## config.mk

```make
export PLATFORM = sky130hd
export DESIGN_NAME = ldu_scoreboard
export DESIGN_NICKNAME = d
export VERILOG_FILES = /design/src/rtl/ldu_sb_pkg.sv /design/src/rtl/ldu_onehot.sv /design/src/rtl/ldu_lock_cell.sv /design/src/rtl/ldu_hazard.sv /design/src/rtl/ldu_scoreboard.sv
export SDC_FILE = /design/constraint.sdc
export NUM_CORES = 1
export LEC_CHECK = 0
export BUFFER_PORTS_ARGS = -buffer_cell sky130_fd_sc_hd__clkbuf_2
export CAP_MARGIN = 20
export CORE_ASPECT_RATIO = 0.9
export CORE_UTILIZATION = 41
export DETAILED_ROUTE_END_ITERATION = 8
export SKIP_CTS_REPAIR_TIMING = 1
export SYNTH_ARGS = -nofsm -noshare
export SYNTH_HDL_FRONTEND = slang
export SYNTH_SLANG_ARGS = --single-unit
export TNS_END_PERCENT = 20
```

## constraint.sdc

```tcl
create_clock -name clk -period 6.78 [get_ports clk]
set_clock_uncertainty 0.05 [all_clocks]
set_input_delay 1.017 -clock clk [delete_from_list [all_inputs] [get_ports clk]]
set_output_delay 1.017 -clock clk [all_outputs]
set_load 0.02 [all_outputs]
```

## src/rtl/ldu_sb_pkg.sv

```systemverilog
package ldu_sb_pkg;

  localparam int DEF_NREGS    = 32;
  localparam int DEF_LOAD_LAT = 2;

  // Bits needed to hold the largest countdown value (LOAD_LAT-1).
  function automatic int cnt_bits(input int lat);
    return (lat < 3) ? 1 : $clog2(lat);
  endfunction

endpackage

```

## src/rtl/ldu_onehot.sv

```systemverilog
module ldu_onehot #(
  parameter int N = 32,
  parameter int W = $clog2(N)
) (
  input  logic         en,
  input  logic [W-1:0] idx,
  output logic [N-1:0] oh
);

  for (genvar i = 0; i < N; i++) begin : g_bit
    assign oh[i] = en && (idx == W'(i));
  end

endmodule

```

## src/rtl/ldu_lock_cell.sv

```systemverilog
module ldu_lock_cell #(
  parameter int LOAD_LAT = 2,
  parameter int CW       = 1
) (
  input  logic clk,
  input  logic rst,
  input  logic set_i,
  input  logic done_i,
  output logic locked_o
);

  logic          lock_q;
  logic [CW-1:0] cnt_q;

  always_ff @(posedge clk) begin
    if (rst) begin
      lock_q <= 1'b0;
      cnt_q  <= '0;
    end else if (set_i) begin
      lock_q <= 1'b1;
      cnt_q  <= CW'(LOAD_LAT - 1);
    end else if (lock_q) begin
      if (done_i || cnt_q <= CW'(1)) begin
        lock_q <= 1'b0;
        cnt_q  <= '0;
      end else begin
        cnt_q  <= cnt_q - CW'(1);
      end
    end
  end

  assign locked_o = lock_q;

  AST_SET_ON_FREE_ONLY: assert property (@(posedge clk) disable iff (rst)
    set_i |-> !lock_q);
  AST_SET_LOCKS: assert property (@(posedge clk) disable iff (rst)
    set_i |=> lock_q);
  AST_LAST_CYCLE_FREES: assert property (@(posedge clk) disable iff (rst)
    (lock_q && !set_i && cnt_q == CW'(1)) |=> !lock_q);
  AST_DONE_FREES: assert property (@(posedge clk) disable iff (rst)
    (lock_q && done_i && !set_i) |=> !lock_q);
  AST_IDLE_COUNT_ZERO: assert property (@(posedge clk) disable iff (rst)
    !lock_q |-> (cnt_q == '0));

endmodule

```

## src/rtl/ldu_hazard.sv

```systemverilog
module ldu_hazard #(
  parameter int N = 32,
  parameter int W = $clog2(N)
) (
  input  logic [N-1:0] locked_i,
  input  logic         valid_i,
  input  logic [W-1:0] src_a_i,
  input  logic [W-1:0] src_b_i,
  input  logic [W-1:0] dst_i,
  output logic         stall_o
);

  logic raw_a, raw_b, waw;

  always_comb begin
    raw_a   = locked_i[src_a_i];
    raw_b   = locked_i[src_b_i];
    waw     = locked_i[dst_i];
    stall_o = valid_i && (raw_a || raw_b || waw);
  end

endmodule

```

## src/rtl/ldu_scoreboard.sv

```systemverilog
module ldu_scoreboard #(
  parameter int NREGS    = ldu_sb_pkg::DEF_NREGS,
  parameter int LOAD_LAT = ldu_sb_pkg::DEF_LOAD_LAT,
  parameter int RW       = $clog2(NREGS)
) (
  input  logic          clk,
  input  logic          rst,
  input  logic          iss_valid,
  input  logic          iss_load,
  input  logic [RW-1:0] iss_src_a,
  input  logic [RW-1:0] iss_src_b,
  input  logic [RW-1:0] iss_dst,
  input  logic          cpl_valid,
  input  logic [RW-1:0] cpl_reg,
  output logic          stall
);

  localparam int CW = ldu_sb_pkg::cnt_bits(LOAD_LAT);

  logic [NREGS-1:0] set_vec;
  logic [NREGS-1:0] done_vec;
  logic [NREGS-1:0] locked_vec;
  logic             stall_w;
  logic             set_en;

  // A lock is only taken by a load that actually issues to a real register.
  assign set_en = iss_valid && iss_load && !stall_w && (iss_dst != '0);

  ldu_onehot #(.N(NREGS), .W(RW)) u_set_dec (
    .en  (set_en),
    .idx (iss_dst),
    .oh  (set_vec)
  );

  ldu_onehot #(.N(NREGS), .W(RW)) u_done_dec (
    .en  (cpl_valid),
    .idx (cpl_reg),
    .oh  (done_vec)
  );

  for (genvar r = 0; r < NREGS; r++) begin : g_cell
    ldu_lock_cell #(.LOAD_LAT(LOAD_LAT), .CW(CW)) u_cell (
      .clk      (clk),
      .rst      (rst),
      .set_i    (set_vec[r]),
      .done_i   (done_vec[r]),
      .locked_o (locked_vec[r])
    );
  end

  ldu_hazard #(.N(NREGS), .W(RW)) u_hazard (
    .locked_i (locked_vec),
    .valid_i  (iss_valid),
    .src_a_i  (iss_src_a),
    .src_b_i  (iss_src_b),
    .dst_i    (iss_dst),
    .stall_o  (stall_w)
  );

  assign stall = stall_w;

  AST_ZERO_NEVER_LOCKED: assert property (@(posedge clk) disable iff (rst)
    !locked_vec[0]);
  AST_LOAD_USE_STALLS: assert property (@(posedge clk) disable iff (rst)
    (iss_valid && iss_load && !stall && iss_dst != '0)
      |=> (!(iss_valid && iss_src_a == $past(iss_dst)) || stall));
  AST_IDLE_NO_STALL: assert property (@(posedge clk) disable iff (rst)
    !iss_valid |-> !stall);

endmodule

```

==> results of run 1 <==
==> worst max-delay path: stages <==
cell,delay (ns)
clkbuf_2,0.24
mux4_1,0.63
mux2_2,0.30
o211ai_2,0.19
nand4_4,0.11
buf_4,0.30
o31a_2,0.40
clkbuf_2,0.15
==> cells by family after synthesis <==
kind of cell,count (synthesis),share of synthesized area
flops,32,0.284
other cells,1,0.00166
mux,35,0.207
simple gates,112,0.356
compound gates,27,0.0916
buf+inv,23,0.0599
==> synth_stat cells <==
| master | number |
|---|---|
| nand2_1 | 37 |
| dfxtp_1 | 32 |
| nor4_2 | 27 |
| mux2i_1 | 26 |
| buf_2 | 11 |
| nor2_1 | 11 |
| nor2b_1 | 10 |
| nand3_1 | 8 |
| a2111oi_0 | 5 |
| a22oi_1 | 4 |
| buf_6 | 4 |
| inv_1 | 4 |
| mux4_1 | 4 |
| mux4_2 | 4 |
| nand2b_1 | 4 |
| a211oi_1 | 3 |
| a21oi_1 | 3 |
| and3_1 | 3 |
| nor4_1 | 3 |
| nor4_4 | 3 |
| o21ai_0 | 3 |
| a221oi_1 | 2 |
| a311oi_1 | 2 |
| nor3_1 | 2 |
| nor4b_1 | 2 |
| a31oi_1 | 1 |
| a41oi_1 | 1 |
| buf_1 | 1 |
| buf_4 | 1 |
| clkbuf_1 | 1 |
| clkbuf_2 | 1 |
| conb_1 | 1 |
| mux2_2 | 1 |
| nand4_1 | 1 |
| nand4_4 | 1 |
| o211ai_1 | 1 |
| o211ai_2 | 1 |
| o31a_2 | 1 |
==> power by group through the flow <==
stage          logic [uW]  registers [uW]  clock network (uW)
2_1_floorplan        64.4             193                   0
3_3_place_gp         81.5             194                   0
3_5_place_dp         82.0             194                   0
4_1_cts              82.1             189                 159
5_1_grt              88.1             189                 170
6_report             82.5             189                 156
==> metrics by stage <==
stage                     cell area [um2]  total power, uW  utilization  hold WS [ns]
after floorplan                      2250              258            -         0.680
after global placement               2360              275        0.446          1.19
after detailed placement             2360              276        0.446          1.18
after CTS                            2450              431        0.464          1.07
after global routing                 2450              447        0.464          1.08
final                                2450              428        0.464          1.07
==> per-layer routing <==
metal	wire (um)	global-route usage	share of wire	vias to the layer above
li1	-	-	-	890
met1	2800	0.328	0.47	910
met2	2630	0.330	0.45	68
met3	383	0.0390	0.065	7
met4	82	0.0933	0.014	0
met5	0	0	0	-
==> area by class of cell <==
type | count | area [um2] | area share
repair buffers | 23 | 125 | 0.0510
multi-input cells | 175 | 1490 | 0.608
well taps | 67 | 83.8 | 0.0342
flip-flops and latches | 32 | 641 | 0.261
clock buffers | 7 | 96.3 | 0.0393
inverters | 4 | 15.0 | 0.00612
==> worst paths after layout <==
check	slack (ns)	start	endpoint	cells after the start
worst min register to register	1.19	g_cell[21].u_cell.locked_o	g_cell[28].u_cell.locked_o	6
worst min-delay path	1.07	rst	g_cell[18].u_cell.locked_o	4
worst max register to register	4.47	g_cell[19].u_cell.locked_o	g_cell[10].u_cell.locked_o	6
worst max-delay path	2.35	iss_src_a[0]	stall	8
==> impl_results.md, run 1 <==
- Critical Path Fanout Max: 32
- Areal power density over the cells: 174 mW/mm2
- Rel. slew slack: 0.477
- Data arrival time of the critical path: 3.37 ns
- Die ar.: 0.00580 mm2
- Number of standard cells in the final layout excluding fillers: 308
- Number of synthesized register bits: 32
- Setup slack after placement: 2.37 ns
- Worst-margin pin slew: 0.783 ns
- Setup TNS: 0 ns
- Vias post-DR: 1875
- CTS H-Tree Depth: 2
- Most common cell after layout, fill and taps aside: nand2_1
- Avg WL per Cell: around 19 um
- Count of distinct cell types in the synthesized netlist: 38
- Area growth from synthesis to layout: 8.82%
- Fraction of layout cells with a size suffix above 1: 0.295
- Required time of the critical path: 5.71 ns
- Total CTS buffers: 5
- Count of final max-slew check failures: 0
- Average cell area after synthesis: 9.80 um2
- First-pass GRT wire length: 9660 um
- Number of antenna repair diodes: 0
- Antenna violations before repair: 0
- Number of DRC violations after detailed-routing iteration 0: 174
- Unrepaired setup endpoints after global routing: no
- Height of the chip: between 70 and 80 um
- Cell Rows: 25
- Post-Syn Area: 0.00225 mm2
- Pre-Repair DR Iteration Count: 4
- Category of the most critical setup path: primary input to output pin
- Pleak: 0.000865 uW
- Final net count: 266
- Io pins: 26
- TritonCTS clock tree: yes
- Maximum number of pins on one net before global-route repair: 33
- Number of maximum-capacitance constraint violations: 0
- Horizontal extent of the die: approximately 80 um
- Internal: 302 uW
- Net Sw Power: 126 uW
- Final ANT Viol Nets: 0
- Largest cells by area after synthesis: dfxtp_1 (28%), nor4_2 (15%), mux2i_1 (12%), nand2_1 (6.2%), mux4_1 (4.7%)
- Post-layout worst setup margin: 2.35 ns
- Clock slew at reported path FFs: 0.06 ns
- Final period utilization: 0.654
- Switching share of total power: 0.295
- Clk Latency, worst-skew pair: ~0.28 ns
- Most used cells in the layout excluding fill and tap cells: nand2_1 (36), dfxtp_1 (32), nor4_2 (27)
- Final Hold Vio Count: 0
- Mean number of vias per cell: between 6 and 7
- Number of flip-flops under the largest register name: 32
- Cell chosen for the clock root: clkbuf_8
- Register area share after synthesis: 0.284
- Post-Route WL: between 5000 and 6000 um
- Post-Synthesis Cells: between 200 and 250
- Total DRC errors in the routed layout: 0
- Initial standard-cell utilization of the core: 0.427
- Global Route Usage Sum: 0.226
- Routability Congestion: 0.926
- Worst voltage drop across the vdd grid: 0.0795 mV
- Sinks on Clock Net: 32
- Fraction of power consumed by sequential logic: 0.442
- Port Buf Inserts: 19
- Yosys warnings: 0
- Max Fclk: 225 MHz
- Max Buffers Root-to-Sink: 2
- Detail Placement HPWL: approximately 4100 um
- Yosys top cell by area: dfxtp_1
- Clock period minus worst slack: 4.43 ns
- Fillers: about 510
- Total grt overflow: 0
- Clk network pwr share: 0.365
- Number of global-route vias before repair: between 1500 and 2000
- Area fraction of the dominant cell type after synthesis: 0.284
- Final setup violation count: 0
- Startpoint kind of the worst setup timing path: primary input
- Hold crit path type: primary input to flop
- Syn nets: 255
- Critical Path Sink Type: output pin
- Comb pwr share: 0.193
- Result of the run: complete, no violations
- Inst Count DP: 301
- Core area: approximately 0.0053 mm2
Note: power is estimated with default switching activity, not from simulation.
==> run 2: changes to the inputs <==
ABC_AREA = 1   (was unset)
clock period = 4 ns   (was 6.78 ns; I/O delays follow)
==> run 2 against run 1 <==
- sequential share of layout area up 3.1 points
- critical path depth up 7
- global-route usage is 0.60 points lower
- cell area down 11%
- count of clock-buffer cells in the layout increased by 1
- clock power is 62% higher
- core utilization rose by 1.5 points
- synthesized area decreased by 11%
- largest power group unchanged
==> impl_results.md, run 2 <==
- Most common cell after layout, fill and taps aside: nand2_1
- Port Buf Inserts: 19
- Antenna violations before repair: 0
- Count of final max-slew check failures: 0
- Number of buffer and inverter stages on the critical path: 4
- Critical path, cell by cell: clkbuf_2, inv_1, nand2_1, nand2_1, nand2_1, nand2_1, nand2_1, nand2_1, nor2_1, nand2_1, nand2_1, nand2_1, o21ai_0, inv_1, clkbuf_2
- Pre-Repair DR Iteration Count: 4
- Number of global-route vias before repair: 1714
- Post-Route WL: 5360 um
- Post-Syn Area: 0.00202 mm2
- TritonCTS clock tree: yes
- Vias post-DR: 2049
- Startpoint kind of the worst setup timing path: primary input
- Yosys top cell by area: dfxtp_1
- Setup TNS: 0 ns
- Total grt overflow: 0
- Syn nets: 374
- Total CTS buffers: 5
- Total power consumption of the routed design: around 670 uW
- Unrepaired setup endpoints after global routing: no
- Most used cells in the layout excluding fill and tap cells: nand2_1 (135), nor2_1 (52), inv_1 (46)
- Clock period minus worst slack: 2.86 ns
- Most numerous cell in the Yosys netlist: nand2_1
- Fillers: 514
- Avg WL per Cell: 12.6 um
- Cell with the largest stage delay on the worst path: clkbuf_2
- Cell Rows: 23
- Yosys warnings: 0
- Hold crit path type: primary input to flop
- Final ANT Viol Nets: 0
- Final net count: 388
- Die ar.: 0.00520 mm2
- Fraction of layout cells with a size suffix above 1: 0.0879
- Number of flip-flops under the largest register name: 32
- Largest stage delay on the critical path: about 0.34 ns
- Register area share after synthesis: 0.318
- Number of synthesized register bits: 32
- Area fraction of the dominant cell type after synthesis: 0.318
- CTS H-Tree Depth: 2
- Data arrival time of the critical path: around 2.2 ns
- Rel. slew slack: 0.661
- Post-Synthesis Cells: between 300 and 400
- Share of flip-flops with an asynchronous set or reset after synthesis: 0
- Worst-margin pin slew: 0.509 ns
- Utilization of the core after routing: 0.479
- Core area: 0.00458 mm2
- Height of the chip: 68.5 um
- Number of maximum-capacitance constraint violations: 0
- Maximum number of pins on one net before global-route repair: 31
- Mean number of vias per cell: 4.81
- Number of DRC violations after detailed-routing iteration 0: 85
- Result of the run: complete, no violations
- Final setup violation count: 0
- Average cell area after synthesis: between 5 and 6 um2
- Max Fclk: approximately 350 MHz
- Cell chosen for the clock root: clkbuf_8
- Initial standard-cell utilization of the core: 0.441
- Clock slew at reported path FFs: approximately 0.060 ns
- CP most frequent cell: nand2_1
- Areal power density over the cells: 306 mW/mm2
- Critical Path Fanout Max: 18
- Global Route Usage Sum: 0.220
- Final period utilization: 0.716
- Routability Congestion: 0.855
- Worst voltage drop across the vdd grid: between 0.2 and 0.25 mV
- Clk Latency, worst-skew pair: 0.28 ns
- Pleak: 0.00106 uW
- Post-synth top cells: nand2_1 (135), nor2_1 (52), inv_1 (46), nand3_1 (40), dfxtp_1 (32)
- Io pins: 26
- Number of antenna repair diodes: 0
- Most used flip-flop cell after synthesis: dfxtp_1
- Final Instance Area: between 0.002 and 0.0025 mm2
- Kind of cell adding the most delay to the critical path: buffers and inverters
- Sinks on Clock Net: 32
- Critical Path Sink Type: output pin
- Area growth from synthesis to layout: 8.69%
- Total DRC errors in the routed layout: 0
- Detail Placement HPWL: 4200 um
- First-pass GRT wire length: ~8600 um
- Number of enable flip-flop cells after synthesis: 0
- Largest cells by area after synthesis: dfxtp_1 (32%), nand2_1 (25%), nand3_1 (9.9%), nor2_1 (9.7%), inv_1 (8.6%)
- Category of the most critical setup path: primary input to output pin
- Max Buffers Root-to-Sink: 2
- Area after detailed placement: between 0.002 and 0.0025 mm2
- Required time of the critical path: 3.35 ns
- Horizontal extent of the die: between 70 and 80 um
- Count of distinct cell types in the synthesized netlist: 17
- Final Hold Vio Count: 0
==> run 2: changes by cell type in the layout (fill, tap and decap cells not counted), sizes merged, moves of 5 or more <==
| cell | before | now |
|---|---|---|
| nand2 | 37 | 135 |
| o211ai | 2 | 14 |
| mux2i | 26 | 0 |
| mux4 | 8 | 0 |
| nor4 | 33 | 0 |
| nor2 | 11 | 56 |
| inv | 4 | 47 |
| a2111oi | 5 | 0 |
| nor2b | 10 | 0 |
| nand3 | 8 | 42 |
==> run 2: power breakdown <==
| part | internal, uW | switching (uW) | total (uW) |
|---|---|---|---|
| Sequential | 320 | 0.800 | 320 |
| Clock | 140 | 111 | 252 |
| Combinational | 31.1 | 66.5 | 97.6 |
==> run 2: worst reg2reg max path, cell delays in order (launching register included) <==
cell	delay (ns)
dfxtp_1	0.30
inv_1	0.11
nor2_1	0.06
a21oi_1	0.16
nand2_1	0.09
a21oi_1	0.15
nand2_1	0.07
nand2_1	0.05
nand2_1	0.07
nor2_2	0.14
nand3_2	0.33
nor2_1	0.20
==> run 2: logic make-up (layout without fill, tap and decap cells) <==
kind of cell           count (synthesis)  after routing  share of synthesized area
other                                  1              1                    0.00186
flip-flops                            32             32                      0.318
AO/OA/AOI/OAI                         24             24                     0.0770
AND/OR/NAND/NOR                      233            233                      0.472
buffers and inverters                 59             74                      0.131
==> run 2: layout make-up <==
| type | instances | area, um2 | area share |
|---|---|---|---|
| clock buffer | 8 | 90.1 | 0.0411 |
| inverter | 47 | 176 | 0.0805 |
| multi-input combinational | 258 | 1110 | 0.507 |
| sequential | 32 | 641 | 0.292 |
| tap | 62 | 77.6 | 0.0354 |
| timing repair buffer | 19 | 95.1 | 0.0434 |
==> run 2: worst paths after layout <==
kind | depth (start not counted) | slack, ns | startpoint | end
max | 15 | 1.14 | iss_dst[0] | stall
min | 4 | 0.66 | iss_dst[3] | g_cell[1].u_cell.locked_o
max reg2reg | 11 | 2.15 | g_cell[3].u_cell.locked_o | g_cell[20].u_cell.locked_o
min reg2reg | 9 | 1.15 | g_cell[26].u_cell.locked_o | g_cell[27].u_cell.locked_o
==> run 2: routing by layer <==
| metal | vias to the layer above | wire length (um) | track usage |
|---|---|---|---|
| met1 | 879 | 2710 | 0.308 |
| met3 | 7 | 347 | 0.0395 |
| met4 | 0 | 91 | 0.0841 |
| li1 | 1103 | - | - |
| met5 | - | 0 | 0 |
| met2 | 60 | 2200 | 0.342 |
==> run 2: through the flow <==
step / instances / setup slack [ns] / hold slack [ns]
after floorplan: 349 / 1.70 / 0.775
after global placement: 418 / 1.16 / 0.949
after detailed placement: 418 / 1.15 / 0.945
after CTS: 426 / 1.14 / 0.649
after global routing: 426 / 0.923 / 0.677
final: 426 / 1.14 / 0.657
